--- config.mk ---
export PLATFORM = sky130hd
export DESIGN_NAME = rx_vote_sampler
export DESIGN_NICKNAME = d
export VERILOG_FILES = /design/src/rtl/rxv_pkg.sv /design/src/rtl/rxv_sync.sv /design/src/rtl/rxv_tick_ctr.sv /design/src/rtl/rxv_vote.sv /design/src/rtl/rx_vote_sampler.sv
export SDC_FILE = /design/constraint.sdc
export NUM_CORES = 1
export LEC_CHECK = 0
export ABC_AREA = 1
export ABC_CLOCK_PERIOD_IN_PS = 1740
export CORE_AREA = 10 10 67 63
export CTS_CLUSTER_DIAMETER = 30
export DETAILED_ROUTE_END_ITERATION = 8
export DIE_AREA = 0 0 77 73
export GPL_ROUTABILITY_DRIVEN = 0
export SETUP_SLACK_MARGIN = 0.15
export SYNTH_ARGS = -nofsm -noshare
export SYNTH_HDL_FRONTEND = slang
export SYNTH_SLANG_ARGS = --single-unit
export TNS_END_PERCENT = 1
--- constraint.sdc ---
create_clock -name clk -period 1.74 [get_ports clk]
set_clock_uncertainty 0.1 [all_clocks]
set_input_delay 0.174 -clock clk [delete_from_list [all_inputs] [get_ports clk]]
set_output_delay 0.174 -clock clk [all_outputs]
set_load 0.05 [all_outputs]
--- src/rtl/rxv_pkg.sv ---
package rxv_pkg;

    typedef enum logic [1:0] {
        ST_IDLE,
        ST_START,
        ST_DATA,
        ST_STOP
    } rxv_state_t;

    function automatic logic maj3(input logic a, input logic b, input logic c);
        return (a & b) | (a & c) | (b & c);
    endfunction

endpackage

--- src/rtl/rxv_sync.sv ---
module rxv_sync #(
    parameter int   STAGES  = 2,
    parameter logic RST_VAL = 1'b1
) (
    input  logic clk,
    input  logic rst_n,
    input  logic d,
    output logic q
);
    logic [STAGES-1:0] chain;

    always_ff @(posedge clk or negedge rst_n) begin
        if (!rst_n) chain <= {STAGES{RST_VAL}};
        else        chain <= {chain[STAGES-2:0], d};
    end

    assign q = chain[STAGES-1];
endmodule

--- src/rtl/rxv_tick_ctr.sv ---
module rxv_tick_ctr #(
    parameter int OVS_HI = 16,
    parameter int OVS_LO = 8,
    localparam int CW    = $clog2(OVS_HI),
    localparam int PW    = CW + 1
) (
    input  logic clk,
    input  logic rst_n,
    input  logic clr,
    input  logic tick,
    input  logic lo_rate,
    output logic at_s1,
    output logic at_s2,
    output logic at_s3,
    output logic at_end
);
    logic [CW-1:0] cnt;
    logic [PW-1:0] pos;
    logic [PW-1:0] len;
    logic [PW-1:0] mid;

    assign len = lo_rate ? PW'(OVS_LO) : PW'(OVS_HI);
    assign mid = len >> 1;
    assign pos = {1'b0, cnt} + PW'(1);

    assign at_s1  = tick && (pos == mid);
    assign at_s2  = tick && (pos == mid + PW'(1));
    assign at_s3  = tick && (pos == mid + PW'(2));
    assign at_end = tick && (pos == len);

    always_ff @(posedge clk or negedge rst_n) begin
        if (!rst_n)      cnt <= '0;
        else if (clr)    cnt <= '0;
        else if (at_end) cnt <= '0;
        else if (tick)   cnt <= cnt + CW'(1);
    end

    a_r3_cnt_in_period: assert property (@(posedge clk) disable iff (!rst_n)
        {1'b0, cnt} < len);
endmodule

--- src/rtl/rxv_vote.sv ---
module rxv_vote
    import rxv_pkg::*;
(
    input  logic s0,
    input  logic s1,
    input  logic s2,
    output logic val,
    output logic noisy
);
    assign val   = maj3(s0, s1, s2);
    assign noisy = (s0 != s1) || (s1 != s2);
endmodule

--- src/rtl/rx_vote_sampler.sv ---
module rx_vote_sampler
    import rxv_pkg::*;
#(
    parameter int DATA_BITS   = 8,
    parameter int OVS_HI      = 16,
    parameter int OVS_LO      = 8,
    parameter int SYNC_STAGES = 2,
    localparam int IW         = $clog2(DATA_BITS + 1)
) (
    input  logic clk,
    input  logic rst_n,
    input  logic tick,
    input  logic mode_x8,
    input  logic rx_in,
    output logic bit_val,
    output logic bit_stb,
    output logic bit_noise
);
    rxv_state_t state, nxt;
    logic rx_s, rx_q, fall;
    logic mode_lat;
    logic smp_a, smp_b;
    logic at_s1, at_s2, at_s3, at_end;
    logic v_val, v_noise;
    logic [IW-1:0] bit_idx;
    logic last_data;

    rxv_sync #(.STAGES(SYNC_STAGES), .RST_VAL(1'b1)) u_sync (
        .clk(clk), .rst_n(rst_n), .d(rx_in), .q(rx_s)
    );

    rxv_tick_ctr #(.OVS_HI(OVS_HI), .OVS_LO(OVS_LO)) u_ctr (
        .clk(clk), .rst_n(rst_n), .clr(state == ST_IDLE), .tick(tick),
        .lo_rate(mode_lat), .at_s1(at_s1), .at_s2(at_s2), .at_s3(at_s3),
        .at_end(at_end)
    );

    rxv_vote u_vote (
        .s0(smp_a), .s1(smp_b), .s2(rx_s), .val(v_val), .noisy(v_noise)
    );

    assign fall      = rx_q && !rx_s;
    assign last_data = (bit_idx == IW'(DATA_BITS - 1));

    // Edge detector, captured mode, sample holders and bit index.
    always_ff @(posedge clk or negedge rst_n) begin
        if (!rst_n) begin
            rx_q     <= 1'b1;
            mode_lat <= 1'b0;
            smp_a    <= 1'b1;
            smp_b    <= 1'b1;
            bit_idx  <= '0;
        end else begin
            rx_q <= rx_s;
            if (state == ST_IDLE && fall) begin
                mode_lat <= mode_x8;
                bit_idx  <= '0;
            end
            if (at_s1) smp_a <= rx_s;
            if (at_s2) smp_b <= rx_s;
            if (state == ST_DATA && at_end && !last_data)
                bit_idx <= bit_idx + IW'(1);
        end
    end

    // State register.
    always_ff @(posedge clk or negedge rst_n) begin
        if (!rst_n) state <= ST_IDLE;
        else        state <= nxt;
    end

    // Transitions.
    always_comb begin
        nxt = state;
        unique case (state)
            ST_IDLE:  if (fall) nxt = ST_START;
            ST_START: begin
                if (at_s3 && v_val) nxt = ST_IDLE;
                else if (at_end)    nxt = ST_DATA;
            end
            ST_DATA:  if (at_end && last_data) nxt = ST_STOP;
            ST_STOP:  if (at_s3) nxt = ST_IDLE;
            default:  nxt = ST_IDLE;
        endcase
    end

    // Outputs.
    always_ff @(posedge clk or negedge rst_n) begin
        if (!rst_n) begin
            bit_stb   <= 1'b0;
            bit_val   <= 1'b1;
            bit_noise <= 1'b0;
        end else begin
            bit_stb   <= 1'b0;
            bit_noise <= 1'b0;
            if (at_s3 && (state == ST_DATA || state == ST_STOP)) begin
                bit_stb   <= 1'b1;
                bit_val   <= v_val;
                bit_noise <= v_noise;
            end
        end
    end

    a_r7_stb_one_clock: assert property (@(posedge clk) disable iff (!rst_n)
        bit_stb |=> !bit_stb);

    a_r6_noise_needs_stb: assert property (@(posedge clk) disable iff (!rst_n)
        !bit_stb |-> !bit_noise);

    a_r7_no_start_strobe: assert property (@(posedge clk) disable iff (!rst_n)
        bit_stb |-> ($past(state) == ST_DATA || $past(state) == ST_STOP));

    a_r9_idle_after_stop: assert property (@(posedge clk) disable iff (!rst_n)
        (bit_stb && $past(state) == ST_STOP) |-> state == ST_IDLE);

    a_r10_mode_held: assert property (@(posedge clk) disable iff (!rst_n)
        (state != ST_IDLE && $past(state) != ST_IDLE) |-> $stable(mode_lat));

    a_r9_index_bound: assert property (@(posedge clk) disable iff (!rst_n)
        bit_idx < IW'(DATA_BITS));
endmodule

; ---- Yosys cells after proc, flatten, opt, wreduce, memory -nomap -nowiden
; Cells that the tools add are included.
[totals]
regBits = 19
input_bits = 5
out_inout_bits = 3
wordCells = 68
[op_classes]
n_addsub = 5
eq_ne = 14
muxes = 14
bitwise = 5
reduce_logical = 19
[op_table]
columns = op, n
row1 = $mux 4, 5
row2 = $eq 5x5->1, 3
row3 = $logic_and 1x1->1, 11
row4 = $add 4x1->5 const B, 2
row5 = $mux 2, 5
row6 = $add 4x1->4 const B, 2
row7 = $pmux 2 s4, 1
row8 = $add 4x2->5 const B, 1
row9 = $eq 5x4->1, 1
row10 = $mux 5, 1
row11 = $eq 2x2->1 const B, 2
row12 = $eq 4x3->1 const B, 1
row13 = $ne 2x2->1 const B, 2
row14 = $reduce_and 4->1, 1
row15 = $and 1x1->1, 3
row16 = $ne 3x3->1 const B, 1
row17 = $reduce_bool 3->1, 1
row18 = $eq 2x1->1 const B, 1
row19 = $logic_not 1->1, 2
row20 = $logic_not 2->1, 1
row21 = $logic_or 1x1->1, 2
row22 = $mux 1, 2
row23 = $ne 1x1->1, 2
row24 = $ne 2x1->1 const B, 1
row25 = 2 further kinds, 3

; ---- Longest topological paths before layout
[logic_depth]
word_depth = 7
ltp_mapped = 14
ltp_nobuf = 14

; ---- Modules after synthesis
; Synthesis repeated with hierarchy kept, for this count alone.
[unflattened]
hier_cells = 136
hier_area_um2 = 1114.8
[by_module_without_submodules]
columns = mod, n_inst, cells_per_inst, area_each_um2, seq_area_each_um2
row1 = rx_vote_sampler, 1, 70, 625.6, 330.3
row2 = rxv_tick_ctr, 1, 58, 394.1, 100.1
row3 = rxv_sync, 1, 2, 52.6, 52.6
row4 = rxv_vote, 1, 6, 42.5, 0.0

; ---- Worst setup path before layout
; OpenSTA, ideal clock, no wires.
[synth_timing]
kind = flip-flop to flip-flop
start = reg u_ctr.cnt[0]
end = reg bit_val
setup_time_ps = 85
arrival_time_ps = 1515
required_ps = 1555
path_slack_ps = 40
stages_incl_launch_ff = 10
path_buffers = 0
synth_period_minus_slack_ps = 1700
cell_sequence = dfrtp_1 > ha_1 > nand2_1 > nand2_2 > nand2_1 > nand2_1 > inv_2 > nand3_4 > nor2_2 > mux2_1
[synth_via]
elab_chain_len = 4
[synth_lines]
columns = item, line_no
row1 = start: declaration, rxv_tick_ctr.sv:17  ; logic [CW-1:0] cnt;
row2 = start signal: assignment, rxv_tick_ctr.sv:35  ; else if (tick) cnt <= cnt + CW'(1);
row3 = $add 4x1->5, rxv_tick_ctr.sv:24  ; assign pos = {1'b0, cnt} + PW'(1);
row4 = $eq 5x5->1, rxv_tick_ctr.sv:28  ; assign at_s3 = tick && (pos == mid + PW'(2));
row5 = $logic_and 1x1->1, rxv_tick_ctr.sv:28
row6 = $logic_and 1x1->1, rx_vote_sampler.sv:96  ; if (at_s3 && (state == ST_DATA || state == ST_STOP)) begin
row7 = end signal: assignment, rx_vote_sampler.sv:98  ; bit_val <= v_val;
row8 = end: declaration, rx_vote_sampler.sv:15  ; output logic bit_val,
; Every way passes these cells.
; A chain may end at the register's enable or synchronous reset.

; ---- Worst setup path after layout
[layout_timing]
start = reg u_ctr.cnt[1]
end = reg bit_idx[3]
[layout_via]
elab_chain_len = 6
word_cells_on_any_way = 7
classes_between = add/sub (1) / eq/ne (1) / mux (1) / reduce/logical (4)
[layout_lines]
columns = item, line_no
row1 = $add 4x1->5 *, rxv_tick_ctr.sv:24
row2 = $eq 5x5->1 *, rxv_tick_ctr.sv:29  ; assign at_end = tick && (pos == len);
row3 = $logic_and 1x1->1 *, rxv_tick_ctr.sv:29
row4 = $logic_and 1x1->1 * (2 in a row), rx_vote_sampler.sv:61  ; if (state == ST_DATA && at_end && !last_data)
row5 = $mux 4 / $reduce_bool 2->1 (equally long branches), n/a
row6 = end signal: assignment, rx_vote_sampler.sv:62  ; bit_idx <= bit_idx + IW'(1);
row7 = end: declaration, rx_vote_sampler.sv:25  ; logic [IW-1:0] bit_idx;
; Every way passes the cells marked *; elsewhere a longest branch is shown, timed or not.

==> run summary <==
Synth Cell Area - 1110 um^2
RSZ-0062 raised after global routing - yes
final core utilization - 50.1%
f_max - 563 MHz
Tmin final - 1.78 ns
Pwr Density - 923 nW/um^2
Routed WL per cell - 12.5 um
number of global-route vias before repair - 931
crit end category - flip-flop
Initial Utilization - 38.0%
Worst Hold Slack - 0.0975 ns
hpwl dp - 1670 um
CP startpoint kind - flip-flop
Slew headroom - 73.7%
Yosys top cell area share - 29.3%
Layout area overhead - 31.8%
router iterations before antenna repair - 4
Vert. Die Dim - 73 um
Setup Crit Path Kind - reg2reg
H-Tree Depth - 1
vias per std cell - 4.60
share of cells above drive strength 1 - 41.8%
critical path data required time - 1.84 ns
I/O pin count - 8
Sw Pwr - 0.000545 W
# diodes - 0
register area share after synthesis - 43.5%
CP Cell Sequence - ha_4 > nand3_4 > inv_2 > nand2_2 > nand3_2 > nor2_4 > nand2_2 > inv_2 > nand2_2 > inv_4 > nand2_8 > nand3_2 > o21ai_2
CP Data Arrival Time - 1.88 ns
Critical Path Max Stage Delay - 0.47 ns
CTS Buf Count - 3
CTS tree - yes
clk_lat worst skew - 0.30 ns
syn_nets - 148
Placed Cells - 186
violated checks - negative setup slack
Syn Inst Count - 136
initial antenna violation count - 0
CP delay by family, top - simple AND/OR/NAND/NOR gates
GR Overflow Total - 0
DR vias - 919
Initial DRC Count - 43
Leak - 0.706 nW
global-route wire length before repair - 4020 um
setup_tns - -0.117 ns
Ys Warns - 0
Crit path top cell by count - nand2_2
site row count - 19
Finished Layout Cells - 200
die area - 5620 um^2
Yosys top cell by area - dfrtp_1
Netlist cell types - 23
Total GRT Usage - 8.61%
largest net degree at the start of global routing - 20
core area - 2920 um^2
FF+latch count, synth - 19
DRC viols - 0
Flop pwr share - 45.5%
clock-pin slew on the worst setup and hold paths - 0.11 ns
Area contributors post-synth - dfrtp_1 29%, dfstp_2 14%, nand2_1 9.8%, ha_1 7.9%, nand3_1 7.7%
Synth Area per Inst - 8.17 um^2
fin crit share - 102%
worst vdd ir - 0.678 mV
input/output buffers - 7
Chip Width - 77 um
CP max FO - 6
CP bufs+invs - 3
worst hold-check path type - in2async
clock sink total - 19
Slew Limit Fails - 0
slew at the pin with the worst max-slew slack - 0.393 ns
critical path's slowest cell - dfrtp_2
sw frac - 40.3%
DRT antenna net count - 0
clk buf depth - 2
Clk network pwr share - 16.9%
count of final setup violators - 4
Max Cap Viol - 0
Pint - 0.000806 W
Comb pwr share - 37.5%
Layout Nets - 171
final WL - 2510 um
status - complete, but fails checks
Hold Fails Final Rpt - 0
clock root buffer - clkbuf_4
final worst slack - -0.0369 ns
[routing by layer]
metal | up-vias | routed length, um | GRT usage, % | share of wire [%]
li1 | 481 | - | - | -
met1 | 419 | 1130 | 9.46 | 45
met5 | - | 0 | 0 | 0
met2 | 15 | 1240 | 14.7 | 50
met3 | 4 | 109 | 3.08 | 4.3
met4 | 0 | 23 | 4.05 | 0.92
[through the flow]
stage | worst slack [ns] | total power (W) | cell area (um^2)
2_1_floorplan | 0.126 | 0.000924 | 1140
3_3_place_gp | 0.0146 | 0.00103 | 1260
3_5_place_dp | 0.000599 | 0.00104 | 1260
4_1_cts | -0.00500 | 0.00133 | 1380
5_1_grt | -0.122 | 0.00146 | 1460
6_report | -0.0369 | 0.00135 | 1460
[power by group through the flow]
stage	combinational [W]	clock (W)	sequential, W
after floorplan	0.000325	0	0.000599
after global placement	0.000412	0	0.000614
after detailed placement	0.000418	0	0.000622
after CTS	0.000480	0.000243	0.000608
after global routing	0.000572	0.000263	0.000626
final	0.000507	0.000229	0.000615
[what timing repair did]
action,4_1_cts,5_1_grt
resized for setup,6,20
pin swaps,11,8
hold buffers,0,0
endpoints found under the setup margin,11,13
setup buffers,9,1
[registers in the layout (all words and copies together) (netlist names), named ones only]
register      flops
smp_b             1
state             1
rx_q              1
bit_idx           4
bit_noise         1
bit_stb           1
u_sync.chain      2
mode_lat          1
u_ctr.cnt         4
bit_val           1
smp_a             1
[synthesized netlist by cell type]
master	count
nand2_1	29
inv_1	18
nand3_1	17
dfrtp_1	13
ha_1	7
nor2_1	7
dfstp_2	6
nand2_2	6
inv_2	5
o21ai_0	5
nand4_1	4
nor2_2	4
o21ai_1	4
a21oi_1	2
a211o_1	1
a31oi_1	1
mux2_1	1
nand2_4	1
nand3_2	1
nand3_4	1
nor3_2	1
o21a_1	1
xor2_1	1
[worst paths after layout]
kind,from,end,slack (ns),cells past startpoint
setup reg to reg,u_ctr.cnt[1],bit_idx[3],-0.04,13
min in group clk,rx_in,u_sync.chain[0],0.16,1
setup / recovery,u_ctr.cnt[1],bit_idx[3],-0.04,13
hold / removal,rst_n,u_ctr.cnt[1],0.1,2
hold reg to reg,u_sync.chain[0],u_sync.chain[1],0.26,0
max in group asynchronous,rst_n,smp_a,1.18,2
[cell usage in the layout, fill, tap and decap left out]
cell type,instances
a21oi_1,2
nor3_2,1
dfstp_2,6
inv_2,7
ha_1,6
inv_1,15
nor2_2,1
nand3_2,7
nand2_4,1
buf_4,14
nand3_4,3
nand2_1,23
nand3_1,9
xor2_1,1
o21ai_0,3
o21a_1,1
clkbuf_4,3
nand2_8,1
clkdlybuf4s50_1,4
nand2_2,11
clkbuf_1,1
o21ai_2,2
a211o_1,1
nand4_1,4
dfrtp_1,10
o21ai_1,4
ha_4,1
a31oi_1,1
inv_4,1
dfrtp_2,3
nor2_4,3
mux2_4,1
nor2_1,7
[logic make-up after synthesis]
family                     Yosys count  synth area share [%]
DFF                                 19                  43.5
muxes                                1                  1.01
buffers and inverters               23                  7.77
AOI/OAI and AO/OA                   14                  6.98
adders and majority gates            7                  7.88
xor gates and xnor gates             1                 0.788
and+or+nand+nor                     71                  32.1
[final cells by class]
type,instances,area [um^2]
multi-input combinational,94,664
clock buffer,4,26.3
inverter,23,88.8
tap,42,52.6
timing repair buffer,18,145
fill,281,1460
sequential,19,487
Power figures use the tool's default switching activity.
